**config.mk**
```make
export PLATFORM = sky130hd
export DESIGN_NAME = pin_change_irq
export DESIGN_NICKNAME = d
export VERILOG_FILES = /design/src/rtl/pcirq_pkg.sv /design/src/rtl/pcirq_sync.sv /design/src/rtl/pcirq_edge.sv /design/src/rtl/pcirq_regs.sv /design/src/rtl/pin_change_irq.sv
export SDC_FILE = /design/constraint.sdc
export NUM_CORES = 1
export LEC_CHECK = 0
export BUFFER_PORTS_ARGS = -buffer_cell sky130_fd_sc_hd__clkbuf_2
export CAP_MARGIN = 0
export CELL_PAD_IN_SITES_DETAIL_PLACEMENT = 0
export CELL_PAD_IN_SITES_GLOBAL_PLACEMENT = 1
export CORE_MARGIN = 5
export CORE_UTILIZATION = 30
export CTS_BUF_LIST = sky130_fd_sc_hd__clkbuf_4 sky130_fd_sc_hd__clkbuf_8
export CTS_CLUSTER_DIAMETER = 100
export CTS_CLUSTER_SIZE = 20
export DETAILED_ROUTE_END_ITERATION = 7
export PLACE_DENSITY = 0.55
export SYNTH_ARGS = -nofsm -noshare
export SYNTH_HDL_FRONTEND = slang
export SYNTH_SLANG_ARGS = --single-unit
export TNS_END_PERCENT = 30
```
**constraint.sdc**
```tcl
create_clock -name clk_i -period 2 [get_ports clk_i]
set_clock_uncertainty 0.05 [all_clocks]
set_input_delay 0.2 -clock clk_i [delete_from_list [all_inputs] [get_ports clk_i]]
set_output_delay 0.2 -clock clk_i [all_outputs]
set_load 0.05 [all_outputs]
```
**src/rtl/pcirq_pkg.sv**
```systemverilog
package pcirq_pkg;
  typedef enum logic [1:0] {
    SEL_RISE = 2'd0,
    SEL_FALL = 2'd1,
    SEL_FLAG = 2'd2,
    SEL_NONE = 2'd3
  } reg_sel_e;
endpackage

```
**src/rtl/pcirq_sync.sv**
```systemverilog
module pcirq_sync #(
  parameter int unsigned W      = 8,
  parameter int unsigned STAGES = 2
) (
  input  logic         clk_i,
  input  logic         rst_ni,
  input  logic [W-1:0] d_i,
  output logic [W-1:0] q_o
);
  logic [W-1:0] stg_q [STAGES];

  for (genvar s = 0; s < STAGES; s++) begin : g_stage
    if (s == 0) begin : g_first
      always_ff @(posedge clk_i or negedge rst_ni) begin
        if (!rst_ni) stg_q[s] <= '0;
        else         stg_q[s] <= d_i;
      end
    end else begin : g_next
      always_ff @(posedge clk_i or negedge rst_ni) begin
        if (!rst_ni) stg_q[s] <= '0;
        else         stg_q[s] <= stg_q[s-1];
      end
    end
  end

  assign q_o = stg_q[STAGES-1];
endmodule

```
**src/rtl/pcirq_edge.sv**
```systemverilog
module pcirq_edge #(
  parameter int unsigned W      = 8,
  parameter int unsigned STAGES = 2
) (
  input  logic         clk_i,
  input  logic         rst_ni,
  input  logic [W-1:0] sync_i,
  input  logic [W-1:0] rise_en_i,
  input  logic [W-1:0] fall_en_i,
  output logic [W-1:0] set_o
);
  // detection held off until prev_q holds a real synchronized sample
  localparam int unsigned PRIME = STAGES + 1;
  localparam int unsigned CW    = $clog2(PRIME + 1);

  logic [W-1:0]  prev_q;
  logic [CW-1:0] prime_q;
  logic          primed;

  assign primed = (prime_q == CW'(PRIME));

  always_ff @(posedge clk_i or negedge rst_ni) begin
    if (!rst_ni) begin
      prev_q  <= '0;
      prime_q <= '0;
    end else begin
      prev_q <= sync_i;
      if (!primed) prime_q <= prime_q + 1'b1;
    end
  end

  for (genvar i = 0; i < W; i++) begin : g_pin
    logic up, down;
    assign up       = sync_i[i] & ~prev_q[i];
    assign down     = ~sync_i[i] & prev_q[i];
    assign set_o[i] = primed & ((up & rise_en_i[i]) | (down & fall_en_i[i]));
  end
endmodule

```
**src/rtl/pcirq_regs.sv**
```systemverilog
module pcirq_regs
  import pcirq_pkg::*;
#(
  parameter int unsigned W = 8
) (
  input  logic         clk_i,
  input  logic         rst_ni,
  input  logic         wr_en_i,
  input  logic [1:0]   addr_i,
  input  logic [W-1:0] wdata_i,
  input  logic [W-1:0] set_i,
  output logic [W-1:0] rise_en_o,
  output logic [W-1:0] fall_en_o,
  output logic [W-1:0] flag_o,
  output logic [W-1:0] rdata_o
);
  reg_sel_e     sel;
  logic [W-1:0] rise_q, fall_q, flag_q, clr_mask;

  assign sel      = reg_sel_e'(addr_i);
  assign clr_mask = (wr_en_i && sel == SEL_FLAG) ? ~wdata_i : '0;

  always_ff @(posedge clk_i or negedge rst_ni) begin
    if (!rst_ni) begin
      rise_q <= '0;
      fall_q <= '0;
      flag_q <= '0;
    end else begin
      if (wr_en_i && sel == SEL_RISE) rise_q <= wdata_i;
      if (wr_en_i && sel == SEL_FALL) fall_q <= wdata_i;
      // hardware set wins over a same-cycle clear
      flag_q <= (flag_q & ~clr_mask) | set_i;
    end
  end

  always_comb begin
    unique case (sel)
      SEL_RISE: rdata_o = rise_q;
      SEL_FALL: rdata_o = fall_q;
      SEL_FLAG: rdata_o = flag_q;
      default:  rdata_o = '0;
    endcase
  end

  assign rise_en_o = rise_q;
  assign fall_en_o = fall_q;
  assign flag_o    = flag_q;
endmodule

```
**src/rtl/pin_change_irq.sv**
```systemverilog
module pin_change_irq #(
  parameter int unsigned W           = 8,
  parameter int unsigned SYNC_STAGES = 2
) (
  input  logic         clk_i,
  input  logic         rst_ni,
  input  logic [W-1:0] pins_i,
  input  logic         master_en_i,
  input  logic         sleep_i,
  input  logic         wr_en_i,
  input  logic [1:0]   addr_i,
  input  logic [W-1:0] wdata_i,
  output logic [W-1:0] rdata_o,
  output logic         summary_o,
  output logic         irq_o,
  output logic         wake_o
);
  logic [W-1:0] pins_sync, rise_en, fall_en, edge_set, flag_q;

  pcirq_sync #(.W(W), .STAGES(SYNC_STAGES)) u_sync (
    .clk_i  (clk_i),
    .rst_ni (rst_ni),
    .d_i    (pins_i),
    .q_o    (pins_sync)
  );

  pcirq_edge #(.W(W), .STAGES(SYNC_STAGES)) u_edge (
    .clk_i     (clk_i),
    .rst_ni    (rst_ni),
    .sync_i    (pins_sync),
    .rise_en_i (rise_en),
    .fall_en_i (fall_en),
    .set_o     (edge_set)
  );

  pcirq_regs #(.W(W)) u_regs (
    .clk_i     (clk_i),
    .rst_ni    (rst_ni),
    .wr_en_i   (wr_en_i),
    .addr_i    (addr_i),
    .wdata_i   (wdata_i),
    .set_i     (edge_set),
    .rise_en_o (rise_en),
    .fall_en_o (fall_en),
    .flag_o    (flag_q),
    .rdata_o   (rdata_o)
  );

  assign summary_o = |flag_q;
  assign irq_o     = summary_o & master_en_i;
  assign wake_o    = irq_o & sleep_i;
endmodule

```
==> Yosys cells after proc, flatten, opt, wreduce, memory -nomap -nowiden <==
Index checks and enable logic that the tools add are counted.
{ "word_totals": {"ff_bits": 50, "in_bits": 23, "output_inout_bits": 11, "elab_cells": 88} }
{ "classes": {"addsub": 1, "n_eq_ne": 3, "n_mux": 2, "bitwise": 70, "n_reduce_logical": 5} }
{ "ops": {"columns": ["cell", "n"], "rows": [
  ["$and 1x1->1", 42],
  ["$pmux 8 s3", 1],
  ["$not 1->1", 16],
  ["$not 8->8", 2],
  ["$and 8x8->8", 1],
  ["$mux 8", 1],
  ["$or 1x1->1", 8],
  ["$or 8x8->8", 1],
  ["$reduce_or 8->1", 1],
  ["$eq 2x2->1 const B", 2],
  ["$logic_and 1x1->1", 3],
  ["$add 2x1->2 const B", 1],
  ["$eq 2x1->1 const B", 1],
  ["$logic_not 2->1", 1]
]} }

==> Longest topological paths before layout <==
Gate-level depths: netlist of the first run.
{ "logic_depth": {"depth_word": 6, "mapped_depth": 5, "mapped_depth_nobuf": 3} }

==> Cells and area by module <==
Synthesis of the first run repeated with hierarchy kept, for this count alone.
{ "unflattened": {"hier_cells": 157, "hier_area_um2": 2102.0} }
{ "modules_own_cells": {"columns": ["module", "instances", "cells_per_inst", "area_per_inst_um2", "seq_area_each_um2"], "rows": [
  ["pcirq_regs", 1, 88, 1113.6, 600.6],
  ["pcirq_edge", 1, 39, 495.5, 250.2],
  ["pcirq_sync", 1, 24, 460.4, 400.4],
  ["pin_change_irq", 1, 6, 32.5, 0.0]
]} }

==> Worst setup path before layout of the first run <==
No wires, ideal clock.
{ "synth_path": {"path_type": "register -> output", "start": "register u_regs.flag_q[1] (netlist: u_regs.flag_o[1])", "end": "output irq_o", "arrival_time_ns": 1.559, "required_ns": 1.750, "path_slack_ns": 0.191, "stages_incl_launch_ff": 3, "path_buffers": 0, "cell_sequence": "dfrtp_1 nor4_1 a21boi_0"} }
{ "synth_via": {"elab_chain_len": 2} }
{ "synth_rtl": {"columns": ["item", "line_no", "rtl"], "rows": [
  ["from (decl)", "pcirq_regs.sv:18", "logic [W-1:0] rise_q, fall_q, flag_q, clr_mask;"],
  ["from (signal assigned)", "pcirq_regs.sv:32", "flag_q <= (flag_q & ~clr_mask) | set_i;"],
  ["$reduce_or 8->1", "pin_change_irq.sv:49", "assign summary_o = |flag_q;"],
  ["$and 1x1->1", "pin_change_irq.sv:50", "assign irq_o = summary_o & master_en_i;"],
  ["to (decl)", "pin_change_irq.sv:15", "output logic irq_o,"]
]} }
Every way passes these cells.

==> Worst setup path after layout of the first run <==
{ "layout_path": {"start": "register u_regs.flag_q[5] (netlist: u_regs.flag_o[5])", "end": "output irq_o"} }
Same word-level chain as after synthesis.

==> results of run 1 <==
[routing by layer]
| layer | global-route usage (%) | vias up | part of all wire, % |
|---|---|---|---|
| met5 | 0 | - | 0 |
| met4 | 4.579 | 0 | 1.1 |
| met3 | 3.199 | 8 | 3.4 |
| met2 | 20.80 | 23 | 53 |
| met1 | 12.94 | 723 | 42 |
| li1 | - | 635 | - |
[through the flow]
stage	instance area, sq um	total power, mW	std cells
2_1_floorplan	2028	1.491	142
3_3_place_gp	2342	1.629	257
3_5_place_dp	2342	1.640	257
4_1_cts	2534	2.283	274
5_1_grt	2540	2.377	274
6_report	2540	2.245	274
[layout make-up]
type	count	area (sq um)	area share, %
timing repair buffer	52	342.8	13.50
sequential	50	1251	49.26
multi-input combinational	76	720.7	28.37
clock inverter	2	12.51	0.4926
inverter	8	30.03	1.182
clock buffer	6	82.58	3.251
tap	80	100.1	3.941
[sequential cells by signal, indices dropped and copies added, names as in the netlist]
| signal | flops |
|---|---|
| u_edge.prev_q | 8 |
| u_regs.flag_o | 8 |
| u_regs.rise_en_o | 8 |
| u_sync.stg_q | 8 |
| u_sync.q_o | 8 |
| u_regs.fall_en_o | 8 |
| u_edge.prime_q | 2 |
[cell families after synthesis]
| kind of cell | Yosys count | share of synthesized area, % |
|---|---|---|
| compound gates | 18 | 7.033 |
| flops | 50 | 61.69 |
| buf+inv | 16 | 3.393 |
| simple gates | 31 | 13.45 |
| mux | 25 | 13.39 |
| fa+ha+maj | 1 | 0.6168 |
| xor+xnor | 1 | 0.4319 |
[path summary, 6_finish.rpt]
| kind | end | from | slack [ns] |
|---|---|---|---|
| worst max-delay path | irq_o | u_regs.flag_o[5] | 0.16 |
| max in group asynchronous | u_edge.prev_q[7] | rst_ni | 1.02 |
| min in group asynchronous | u_sync.stg_q[11] | rst_ni | 0.34 |
| worst min register to register | u_sync.q_o[4] | u_sync.stg_q[12] | 0.30 |
| worst max register to register | u_regs.flag_o[4] | u_edge.prime_q[0] | 0.59 |
| worst min-delay path | u_regs.rise_en_o[1] | wdata_i[1] | 0.12 |
[power by group through the flow]
stage	logic [mW]	registers [mW]	clock network (mW)
CTS	0.420	1.22	0.644
finish	0.413	1.22	0.611
detailed placement	0.403	1.24	0
global route	0.447	1.24	0.695
global placement	0.395	1.23	0
floorplan	0.287	1.20	0
[cells in the final DEF (no fill, tap or decap), types with 2 or more instances in the layout]
master and count:
buf_4 9, clkbuf_2 33, clkbuf_8 6, dfrtp_1 50, dlygate4sd3_1 9, inv_1 8
mux2_2 17, mux2i_1 8, nand2_1 2, nand4b_1 16, nor4_2 2, nor4bb_1 8
o211ai_1 8, o2bb2ai_1 8
[what timing repair did]
item                       CTS  global route
setup buffers                0             0
gates resized for setup      1             1
hold endpoints to repair    26             0
pin swaps                    0             0
setup endpoints to repair    1             3
hold buffers                 9             0
==> impl_metrics.yaml, run 1 <==
run_status:
  outcome: "completed"
power_and_ir_drop:
  p_sw_uw: 664.0
  power.leakage_nw: 1.118
  p_sw_share_pct: 29.57
  vdd_drop_max_uv: 306.3
  internal_power_mw: 1.581
  power_density_nw_per_um2: 884.0
  p_clk_share_pct: 27.2
  p_comb_share_pct: 18.4
  p_seq_share_pct: 54.4
logic_synthesis:
  synthTopCellsByCount: "50 x dfrtp_1, 17 x mux2_2, 16 x nand4b_1"
  yosysWarnings: 0
  syn_area_sq_um: 2028
  ys_types: 21
  syn_nets: 166
  yosysMostFrequentCell: "dfrtp_1"
  synth-edff-count: 0
  synth_area_leaders: "dfrtp_1 62%, mux2_2 9.4%, nand4b_1 6.9%"
  synthCells: 142
  yosysTopAreaCell: "dfrtp_1"
  yosysTopAreaCellShare_pct: 61.69
  synth.yosys.seq_area_share_pct: 61.69
  async_flop_share_pct: 100.0
  synth.avg_cell_area_sq_um: 14.28
  synthFlopType: "dfrtp_1"
  yosys_register_bits: 50
critical_path:
  max_stage_delay_ns: 0.44
  path_delay_family: "simple AND/OR/NAND/NOR gates"
  cp.depth: 3
  crit_slowest_cell: "nor4_2"
  path_cells: "nor4_2 -> a21boi_0 -> clkbuf_2"
  startpoint_type: "register"
  critPathMaxFanout: 3
  end_kind: "output pin"
  cp.required_ns: 1.75
  path_class: "register to output pin"
  crit_arrival_ns: 1.59
  crit_buf_inv: 1
  reg2regPathDepth: 4
placement:
  place_hpwl_um: 3336
  port_buffers: 33
  dp_slack_ns: 0.2890
  gp_congestion: 0.6857
sta:
  period_share_pct: 92.16
  setup_tns_ns: 0
  fin_crit_ns: 1.843
  max_freq_mhz: 542.5
  report.final.slew_viol_count: 0
  hold_violations: 0
  rsz0062_at_grt: "no"
  relSlewSlack_pct: 66.58
  worstMarginPinSlew_ns: 0.5013
  finalSetupViolations: 0
  setup_ws_ns: 0.1568
  hold-worst-slack_ns: 0.1186
final_layout:
  diodes: 0
  fin_util_pct: 38.02
  syn_to_final_growth_pct: 25.23
  fillerInstances: 662
  nNetsFinal: 217
  drive_gt1_share_pct: 36.60
routing:
  dr.pass1.iters: 4
  drc: 0
  vias: 1389
  via_per_inst: 5.069
  drt-initial-drc-count: 50
  ant_nets: 0
  wire_per_inst_um: 16.72
  totalWireLength_um: 4580
run:
  max-cap-violations: 0
global_route:
  grt_max_degree: 33
  grt_overflow: 0
  grt_first_pass_wirelength_um: 7714
  grt_pass1_vias: 1529
  track_usage_pct: 11.60
  antenna_found_initial: 0
floorplanning:
  die_w_um: 92.23
  dieArea_sq_um: 8505
  pin_count: 34
  rows: 30
  initial_core_util_pct: 30.36
  die_h_um: 92.23
  core_sq_um: 6681
clock_tree:
  cts.sinks: 50
  clock_path_buffers: 2
  cts_root_buf: "clkbuf_8"
  path_clk_slew_ns: 0.09
  numCtsBuffers: 5
  clkLatencyLatePin_ns: 0.30
  cts_htree_levels: 2
  cts_tree: "done"
worst_hold_path:
  hp-class: "input port to register"
  min_delay_path_depth: 2
No activity file was read; power rests on OpenSTA's default activity.
==> run 2: changes to the inputs <==
Settings changed: CORE_MARGIN 5 to unset, GPL_ROUTABILITY_DRIVEN set to 1.
==> impl_metrics.yaml, run 2 (same netlist as run 1, synthesis figures left out) <==
final_layout:
  syn_to_final_growth_pct: 25.54
  final_common_cell: "dfrtp_1"
  nNetsFinal: 218
  stdcell_area_sq_um: 2546
  diodes: 0
  layout_common_cells: "50 x dfrtp_1, 33 x clkbuf_2, 17 x mux2_2, 16 x nand4b_1, 11 x buf_4"
  drive_gt1_share_pct: 36.92
  multi_input_area_sq_um: 720.7
  fillerInstances: 601
  register_area_sq_um: 1251
critical_path:
  path_cells: "nor4_2 -> a21boi_0 -> clkbuf_2"
  r2r_slack_ns: 0.56
  end_kind: "output pin"
  crit_slowest_cell: "nor4_2"
  worstReg2RegStart: "u_edge.prime_q[0]"
  cp.required_ns: 1.75
  crit_arrival_ns: 1.55
  max_stage_delay_ns: 0.43
  path_class: "register to output pin"
  timing.rr.end: "u_regs.flag_o[4]"
  startpoint_type: "register"
  reg2regPathDepth: 4
  critPathMaxFanout: 3
worst_hold_path:
  hp-class: "input port to register"
  min_delay_path_depth: 2
  min_from: "wdata_i[3]"
  hold_end: "u_regs.rise_en_o[3]"
power_and_ir_drop:
  internal_power_mw: 1.651
  p_clk_share_pct: 28.6
  power.leakage_nw: 1.129
  p_sw_uw: 629.1
  vdd_drop_max_uv: 293.1
  p_sw_share_pct: 27.60
  p_comb_share_pct: 18.1
  power_density_nw_per_um2: 895.3
  p_seq_share_pct: 53.3
global_route:
  track_usage_pct: 13.26
  grt_max_degree: 51
  grt_overflow: 0
  grt_first_pass_wirelength_um: 7238
  antenna_found_initial: 0
  grt_pass1_vias: 1515
routing:
  wire_per_inst_um: 15.62
  vias: 1377
  drc: 8
  ant_nets: 0
  via_per_inst: 5.063
  dr.pass1.iters: 6
  drt-initial-drc-count: 47
  totalWireLength_um: 4249
sta:
  rsz0062_at_grt: "no"
  hold-worst-slack_ns: 0.1243
  hold_violations: 0
  finalSetupViolations: 0
  fin_crit_ns: 1.803
  setup_tns_ns: 0
  relSlewSlack_pct: 57.81
  period_share_pct: 90.13
  max_freq_mhz: 554.8
  report.final.slew_viol_count: 0
  worstMarginPinSlew_ns: 0.6329
run_status:
  violations: "design-rule violations"
  outcome: "complete, but fails checks"
clock_tree:
  cts_tree: "done"
  cts_htree_levels: 2
  clock_path_buffers: 2
  numCtsBuffers: 5
  cts.sinks: 50
  cts_root_buf: "clkbuf_8"
  path_clk_slew_ns: 0.08
  clkLatencyLatePin_ns: 0.29
  postCtsSetupRepairBufs: 0
floorplanning:
  die_w_um: 84.23
  core_sq_um: 6422
  rows: 29
  initial_core_util_pct: 31.58
  dieArea_sq_um: 7094
  die_h_um: 84.23
  pin_count: 34
run:
  max-cap-violations: 0
placement:
  place_hpwl_um: 3063
  gp_congestion: 0.7412
  placed_area_sq_um: 2333
  port_buffers: 33
[run 2: cell types whose count changed in the layout (fill, tap and decap cells not counted)]
| cell | change |
|---|---|
| clkinv_2 | -1 |
| buf_4 | +2 |
| clkinvlp_4 | -1 |
| clkbuf_8 | +2 |
| buf_12 | -1 |
[run 2: worst max path at each step]
stage	from	endpoint	slack, ns	cells after the start
2_1_floorplan	u_regs.flag_o[1]	irq_o	0.19	2
3_3_place_gp	u_regs.flag_o[5]	irq_o	0.36	3
3_5_place_dp	u_regs.flag_o[5]	irq_o	0.35	3
4_1_cts	u_regs.flag_o[5]	irq_o	0.003	3
5_1_grt	u_regs.flag_o[5]	irq_o	0.005	3
6_report	u_regs.flag_o[5]	irq_o	0.20	3
[run 2: metrics by stage]
step                util, %  instances  power, mW  worst slack (ns)
global route          39.65        272      2.408          0.004534
CTS                   39.45        272      2.314          0.002994
floorplan                 -        142      1.491            0.1906
detailed placement    36.33        255      1.632            0.3464
finish                39.65        272      2.280            0.1975
global placement      36.33        255      1.621            0.3643
[run 2: power groups by stage]
stage / Combinational [mW] / Clock (mW) / Sequential, mW
after detailed placement: 0.403 / 0 / 1.23
after floorplan: 0.287 / 0 / 1.20
final: 0.412 / 0.653 / 1.21
after CTS: 0.419 / 0.685 / 1.21
after global placement: 0.401 / 0 / 1.22
after global routing: 0.448 / 0.729 / 1.23
[run 2: what timing repair did]
| action | CTS | global route |
|---|---|---|
| endpoints found under the setup margin | 0 | 3 |
| endpoints found under the hold margin | 58 | 0 |
| resized for setup | 0 | 2 |
| hold buffers | 9 | 0 |
[run 2: final cells by class]
type	instances	share of cell area [%]
flip-flops and latches	50	49.14
multi-input cells	76	28.30
repair buffers	53	13.27
clock buffers	8	4.324
well taps	77	3.784
inverters	8	1.179
[run 2: worst max-delay path, delay by kind of cell, from the launching register on]
kind                   cells  cell delay (ns)
AND/OR/NAND/NOR            1             0.43
flip-flops                 1             0.41
buffers and inverters      1             0.26
AO/OA/AOI/OAI              1             0.16
[run 2: layer usage]
| metal | GRT usage [%] | wire length [um] |
|---|---|---|
| met5 | 0 | 0 |
| met4 | 5.016 | 76 |
| met1 | 16.32 | 1894 |
| met2 | 21.83 | 2053 |
| met3 | 4.228 | 225 |
